## src/rtl/mw_eeprom_slave.sv

```systemverilog
module mw_eeprom_slave #(
  parameter int ADDR_W    = 8,
  parameter int DATA_W    = 16,
  parameter int WR_CYCLES = 200
) (
  input  logic clk,
  input  logic rst_n,
  input  logic cs,
  input  logic sk,
  input  logic di,
  output logic do_o,
  output logic do_oe
);
  localparam int DEPTH  = 1 << ADDR_W;
  localparam int HDR    = 3 + ADDR_W;
  localparam int FRAME  = HDR + DATA_W;
  localparam int CNT_W  = $clog2(FRAME + 1);
  localparam int BUSY_W = $clog2(WR_CYCLES + 1);
  localparam int SR_W   = (ADDR_W + 2 > DATA_W) ? ADDR_W + 2 : DATA_W;

  logic [DATA_W-1:0] mem [DEPTH];

  logic              sk_q, wen_q, pend_q, all_q, rd_q, stat_q, dout_q;
  logic [CNT_W-1:0]  cnt_q;
  logic [SR_W-1:0]   sreg_q;
  logic [1:0]        op_q;
  logic [ADDR_W-1:0] addr_q;
  logic [DATA_W-1:0] wdata_q, obuf_q;
  logic [BUSY_W-1:0] busy_q;

  wire               sk_rise  = sk & ~sk_q;
  wire               edge_ok  = cs & sk_rise & (busy_q == '0);
  wire [SR_W-1:0]    nxt_sreg = {sreg_q[SR_W-2:0], di};
  wire [1:0]         nxt_op   = nxt_sreg[ADDR_W+1:ADDR_W];
  wire [ADDR_W-1:0]  nxt_addr = nxt_sreg[ADDR_W-1:0];
  wire               at_hdr   = cnt_q == CNT_W'(HDR - 1);
  wire               at_last  = cnt_q == CNT_W'(FRAME - 1);
  wire [1:0]         sel      = addr_q[ADDR_W-1:ADDR_W-2];
  wire               is_wr    = (op_q == 2'b01) | (op_q == 2'b00 && sel == 2'b01);
  wire               launch   = ~cs & pend_q;

  assign do_o  = rd_q ? dout_q : (busy_q == '0);
  assign do_oe = cs & (rd_q | stat_q);

  always_ff @(posedge clk or negedge rst_n) begin
    if (!rst_n) begin
      sk_q <= 1'b0; wen_q <= 1'b0; pend_q <= 1'b0; all_q <= 1'b0;
      rd_q <= 1'b0; stat_q <= 1'b0; dout_q <= 1'b0;
      cnt_q <= '0; sreg_q <= '0; op_q <= '0; addr_q <= '0;
      wdata_q <= '0; obuf_q <= '0; busy_q <= '0;
    end else begin
      sk_q <= sk;
      if (busy_q != '0) busy_q <= busy_q - 1'b1;
      if (!cs) begin
        cnt_q <= '0;
        rd_q  <= 1'b0;
        if (pend_q) begin
          pend_q <= 1'b0;
          stat_q <= 1'b1;
          busy_q <= BUSY_W'(WR_CYCLES);
        end
      end else if (edge_ok) begin
        if (cnt_q == '0) begin
          if (di) begin
            cnt_q  <= 1;
            stat_q <= 1'b0;
            sreg_q <= '0;
          end
        end else if (cnt_q < CNT_W'(FRAME)) begin
          cnt_q  <= cnt_q + 1'b1;
          sreg_q <= nxt_sreg;
          if (at_hdr) begin
            op_q   <= nxt_op;
            addr_q <= nxt_addr;
            if (nxt_op == 2'b10) begin
              rd_q   <= 1'b1;
              dout_q <= 1'b0;
              obuf_q <= mem[nxt_addr];
            end
            if (nxt_op == 2'b00 && nxt_addr[ADDR_W-1:ADDR_W-2] == 2'b11) wen_q <= 1'b1;
            if (nxt_op == 2'b00 && nxt_addr[ADDR_W-1:ADDR_W-2] == 2'b00) wen_q <= 1'b0;
          end else if (rd_q) begin
            dout_q <= obuf_q[DATA_W-1];
            obuf_q <= {obuf_q[DATA_W-2:0], 1'b0};
          end
          if (at_last && is_wr && wen_q) begin
            pend_q  <= 1'b1;
            all_q   <= (op_q == 2'b00);
            wdata_q <= nxt_sreg[DATA_W-1:0];
          end
        end
      end
    end
  end

  always_ff @(posedge clk) begin
    if (launch) begin
      if (all_q) begin
        for (int i = 0; i < DEPTH; i++) mem[i] <= wdata_q;
      end else begin
        mem[addr_q] <= wdata_q;
      end
    end
  end
endmodule

```

## config.mk

```make
export PLATFORM = sky130hd
export DESIGN_NAME = mw_eeprom_slave
export DESIGN_NICKNAME = d
export VERILOG_FILES = /design/src/rtl/mw_eeprom_slave.sv
export SDC_FILE = /design/constraint.sdc
export NUM_CORES = 2
export LEC_CHECK = 0
export ABC_AREA = 1
export BUFFER_PORTS_ARGS = -buffer_cell sky130_fd_sc_hd__buf_2
export CAP_MARGIN = 20
export CELL_PAD_IN_SITES_DETAIL_PLACEMENT = 1
export CELL_PAD_IN_SITES_GLOBAL_PLACEMENT = 2
export CORE_AREA = 5 5 618 620
export DETAILED_ROUTE_END_ITERATION = 8
export DIE_AREA = 0 0 623 625
export GPL_ROUTABILITY_DRIVEN = 0
export MAX_ROUTING_LAYER = met4
export PLACE_DENSITY_LB_ADDON = 0.08
export SLEW_MARGIN = 10
export SYNTH_ARGS = -nofsm -noshare
export SYNTH_HDL_FRONTEND = slang
export SYNTH_SLANG_ARGS = --single-unit
export TNS_END_PERCENT = 20
```

## constraint.sdc

```tcl
create_clock -name clk -period 5 [get_ports clk]
set_input_delay 1 -clock clk [delete_from_list [all_inputs] [get_ports clk]]
set_output_delay 1 -clock clk [all_outputs]
set_load 0.01 [all_outputs]
```

Yosys cells after proc, flatten, opt, wreduce, memory -nomap -nowiden
Memories as Yosys holds them, arrays and structs flattened.
Cells that the tools add are included.
{"block": "op_classes", "add_sub_neg": 2, "n_mux": 45, "eq_ne": 18, "magnitude_cmp": 1, "n_reduce_logical": 25, "bitwise_logic": 10, "n_shift": 0, "multipliers": 0, "n_div": 0}
{"op": "$mux W16", "count": 4}
{"op": "$mux W15", "count": 3}
{"op": "$mux W8", "count": 4}
{"op": "$mux W1", "count": 29}
{"op": "$mux W5", "count": 5}
{"op": "$ne A2 B1 Y1 const B", "count": 8}
{"op": "$reduce_or A16 Y1", "count": 1}
{"op": "$reduce_and A5 Y1", "count": 3}
{"op": "$reduce_and A4 Y1", "count": 3}
{"op": "$reduce_and A6 Y1", "count": 2}
{"op": "$logic_not A8 Y1", "count": 1}
{"op": "$reduce_bool A2 Y1", "count": 4}
{"op": "$reduce_bool A8 Y1", "count": 1}
{"op": "$sub A8 B1 Y8 const B", "count": 1}
{"op": "$logic_not A2 Y1", "count": 3}
{"op": "$add A5 B1 Y5 const B", "count": 1}
{"op": "$and A1 B1 Y1", "count": 5}
{"op": "$eq A5 B4 Y1 const B", "count": 1}
{"op": "$eq A5 B5 Y1 const B", "count": 1}
{"op": "$logic_and A1 B1 Y1", "count": 5}
{"op": "$logic_not A5 Y1", "count": 1}
{"op": "$lt A5 B5 Y1 const B", "count": 1}
{"op": "$eq A2 B1 Y1 const B", "count": 2}
{"op": "$eq A2 B2 Y1 const B", "count": 2}
{"op": "6 further kinds", "count": 10}
{"block": "word_totals", "input_bits": 5, "romBits": 0, "output_inout_bits": 2, "ramBits": 4096, "ff_bits": 77, "latch_bits": 0, "word_cells": 116, "mem_count": 1}
{"memory": "mem", "depth": 256, "width": 16, "rd": 1, "rd_ports_with_merged_regs": 0, "wr": 256, "line": "21", "rtl": "logic [DATA_W-1:0] mem [DEPTH];"}

Depth between registers and ports, before layout
{"block": "depth", "word_depth": 10, "depth_mapped": 18, "mapped_depth_nobuf": 15}

Worst setup path after synthesis
Ideal clock, no wire load.
{"block": "synth_timing", "path_type": "register to register", "start": "register wdata_q[0]", "end": "memory mem[0][0] (data pin)", "t_required_ns": 4.196, "path_slack_ns": 1.013, "path_buffers": 0, "arrival_ns": 3.183, "setup_ns": 0.804, "period_less_slack_ns": 3.987, "path_stages_with_launch": 1, "cell_sequence": "dfrtp_1"}
{"element": "from (decl)", "line": "28", "rtl": "logic [DATA_W-1:0] wdata_q, obuf_q;"}
{"element": "from (signal assigned)", "line": "89", "rtl": "wdata_q <= nxt_sreg[DATA_W-1:0];"}
{"element": "to (decl)", "line": "21"}

Worst setup path in the final report
{"block": "layout_timing", "start": "register sreg_q[0]", "end": "register obuf_q[2]"}
{"block": "layout_between", "elab_chain_len": 3}
{"element": "from (decl)", "line": "25", "rtl": "logic [SR_W-1:0] sreg_q;"}
{"element": "from (signal assigned)", "line": "71", "rtl": "sreg_q <= nxt_sreg;"}
{"element": "$mem_v2 Z256 W16"}
{"element": "$mux W16", "line": "75", "rtl": "if (nxt_op == 2'b10) begin"}
{"element": "$mux W16", "line": "72", "rtl": "if (at_hdr) begin"}
{"element": "to (signal assigned)", "line": "78", "rtl": "obuf_q <= mem[nxt_addr];"}
{"element": "to (signal assigned)", "line": "84", "rtl": "obuf_q <= {obuf_q[DATA_W-2:0], 1'b0};"}
{"element": "to (decl)", "line": "28"}
Every way passes these cells. The select of a mux whose other input is x is not followed.
A chain may end at the register's enable or synchronous reset.

==> flow_summary.json <==
{
  "synthCells": 14100,
  "maxCapViolCount": 0,
  "max_freq_mhz": 233,
  "dieArea_sq_mm": 0.389,
  "ys_ff_latch": 4173,
  "path_class": "reg -> reg",
  "skew_ps": 32.5,
  "endpoint": "obuf_q[2]",
  "numPortBuffers": 6,
  "status": "completed",
  "num-fill-cells": 38300,
  "crit_arrival_ps": 5160,
  "post_cts_resized": 0,
  "powerDensity_mw_per_mm2": 386,
  "utilization_pct": 50.9,
  "cts.sinks": 4173,
  "grt_max_degree": 173,
  "combPwrFrac_pct": 5.1,
  "syn_to_final_growth_pct": 13.3,
  "synth_cell_type_count": 36,
  "start_util_pct": 44.9,
  "path_clk_slew_ps": 60,
  "netlist_area_sq_mm": 0.168,
  "synth-edff-count": 4096,
  "overflow": 0,
  "final_hold_viol_count": 0,
  "drtIter0Drc": 11500,
  "reg2reg_depth": 14,
  "p_int_uw": 57200,
  "cts_setup_buffers": 0,
  "antenna_found_initial": 14,
  "postRouteAntennaNets": 0,
  "rows": 225,
  "rsz0062_at_grt": "false",
  "switchingPower_uw": 16500,
  "setup_tns_ps": 0,
  "fin_crit_ps": 4290,
  "crit_fanout": 110,
  "end_kind": "register",
  "cts_root_buffer": "clkbuf_16",
  "crit_path_start": "sreg_q[0]",
  "ctsHtreeMaxLevel": 5,
  "cts_tree": "done",
  "grt_first_pass_wirelength_microns": 814000,
  "fp.dieH_microns": 625,
  "async_reset_ff_share_pct": 1.85,
  "clkPwrFrac_pct": 43.5,
  "seqPwrFrac_pct": 51.4,
  "pin_count": 7,
  "routedWlPerCell_microns": 28.7,
  "timing.rr.end": "obuf_q[2]",
  "report.final.slew_viol_count": 0,
  "setup_violations": 0,
  "clk_path_buf_depth": 4,
  "nets": 14200,
  "drt-vias-per-instance": 5.85,
  "numCtsBuffers": 443,
  "syn_avg_cell_area_sq_um": 11.9,
  "required_ps": 5880,
  "dr.pass1.iters": 7,
  "reg2reg_slack_ps": 710,
  "syn-num-nets": 14100,
  "dp_hpwl_microns": 318000,
  "layout-drive-gt1-share_pct": 9.69,
  "grt_usage_pct": 29.1,
  "r2r_start": "sreg_q[0]",
  "ys.flop_type": "edfxtp_1",
  "p_leak_uw": 0.0657,
  "vias": 114000,
  "wl_microns": 561000,
  "swShare_pct": 22.4,
  "worstMarginPinSlew_ps": 1420,
  "grt_pass1_vias": 117000,
  "clk_latency_ps": 990,
  "ctsHoldBuffers": 0,
  "ys_seq_area_share_pct": 74.2,
  "start_kind": "register",
  "peakVddDrop_mv": 0.324,
  "fin_crit_sh_pct": 85.7,
  "fp.coreArea_sq_mm": 0.375,
  "yosys_warnings": 0,
  "slew_headroom_pct": 5.25,
  "hold_path_class": "in -> async",
  "whs_ps": 97.8,
  "drc": 0,
  "dieWidth_microns": 623
}
==> layout make-up <==
class,count,area [sq um],area share [%]
Inverter,73,319,0.167
Clock buffer,554,11900,6.25
Sequential cell,4173,125000,65.5
Clock inverter,262,2080,1.09
Tap cell,4994,6250,3.27
Multi-Input combinational cell,8903,39400,20.7
Antenna cell,13,32.5,0.0170
Timing Repair Buffer,602,5830,3.05
==> worst max-delay path, cell delays in order (launching register included) <==
cell     delay [ps]
dfrtp_4         700
inv_16          500
buf_12          480
buf_4           460
nand3_1         140
nand3_1         130
nand2_1         110
nand2_1          70
nand2_1          60
nand2_1          60
nand3_1         290
nand3_1         330
nand2_1         240
o21ai_1         200
nand2_1          70
==> through the flow <==
stage | area (sq um) | setup slack, ps | total power (uW) | cells
global route | 191000 | 570 | 76200 | 19600
detailed placement | 177000 | 239 | 42400 | 18700
global placement | 177000 | 273 | 42300 | 18700
floorplan | 168000 | 1010 | 40900 | 14100
finish | 191000 | 713 | 73800 | 19600
CTS | 191000 | 752 | 74300 | 19600
==> synthesized netlist by cell type (2+ instances only) <==
library cell     n  share of area [%]
ha_1             5              0.037
nor3_1           4              0.012
xor2_1           3              0.016
nand3_1       3869                 11
buf_4            8              0.036
inv_2            9              0.020
buf_1          125               0.28
nand2_1       4586                 10
nor2_2          11              0.041
a21oi_1         10              0.030
dfrtp_1         77                1.1
o21ai_1         16              0.048
o21ai_0        290               0.86
nor3_2           2              0.012
nand4_1          3              0.011
nor2_1          73               0.16
a211oi_1         2             0.0089
buf_2          513                1.5
edfxtp_1      4096                 73
o31ai_1          2             0.0089
clkbuf_1       325               0.72
inv_1           61               0.14
buf_6            2              0.013
o22ai_1         17              0.063
xnor2_1          2              0.010
==> cell usage in the layout, fill, tap and decap left out, types with 3 or more instances in the layout <==
cell,synthesis,routed
nor2_2,11,13
inv_6,0,8
buf_4,8,493
nand2_2,1,17
ha_1,5,5
nor2_1,73,70
dfrtp_4,0,20
bufinv_16,0,31
o22ai_1,17,17
inv_1,61,61
nand4_1,3,3
edfxtp_1,4096,4096
clkbuf_8,0,8
clkinvlp_4,0,6
buf_2,513,4
nand2_1,4586,4569
inv_2,9,5
inv_8,0,3
nor3_1,4,4
clkinv_1,1,119
inv_16,0,3
clkbuf_16,0,459
o21ai_2,0,129
xor2_1,3,3
clkinv_8,0,4
a21oi_1,10,10
dfrtp_1,77,56
nand3_1,3869,3869
o21ai_1,16,143
o21ai_0,290,34
clkinv_2,1,93
diode_2,0,13
clkbuf_1,325,87
buf_12,0,104
==> worst min-delay path by stage <==
stage | endpoint | from
6_report | wdata_q[3] | rst_n
5_1_grt | wdata_q[3] | rst_n
4_1_cts | wdata_q[3] | rst_n
3_5_place_dp | busy_q[0] | busy_q[0]
3_3_place_gp | busy_q[0] | busy_q[0]
2_1_floorplan | busy_q[0] | busy_q[0]
==> routing by layer <==
layer | wire [microns] | track usage (%) | vias up
li1 | - | - | 50500
met1 | 240000 | 39.1 | 59700
met2 | 268000 | 46.2 | 3441
met3 | 32500 | 3.77 | 820
met4 | 20400 | 9.39 | 0
met5 | 0 | - | -
==> kinds of logic after synthesis <==
logic type,share of synthesized area [%]
simple gates,22.0
flops,74.2
buf+inv,2.74
compound gates,1.02
xor+xnor,0.0260
fa+ha+maj,0.0371
==> registers in the layout (all words and copies together) (netlist names), 2 cells and up <==
name and flops:
wdata_q 16, cnt_q 5, addr_q 8, mem 4096, obuf_q 16, busy_q 8
sreg_q 15, op_q 2
==> power groups by stage <==
stage	combinational [uW]	sequential, uW	clock, uW
after floorplan	2270	38600	0
after global placement	3670	38600	0
after detailed placement	3760	38600	0
after CTS	3780	37900	32600
after global routing	4090	37900	34300
final	3760	37900	32100
Note: power is estimated with default switching activity, not from simulation.
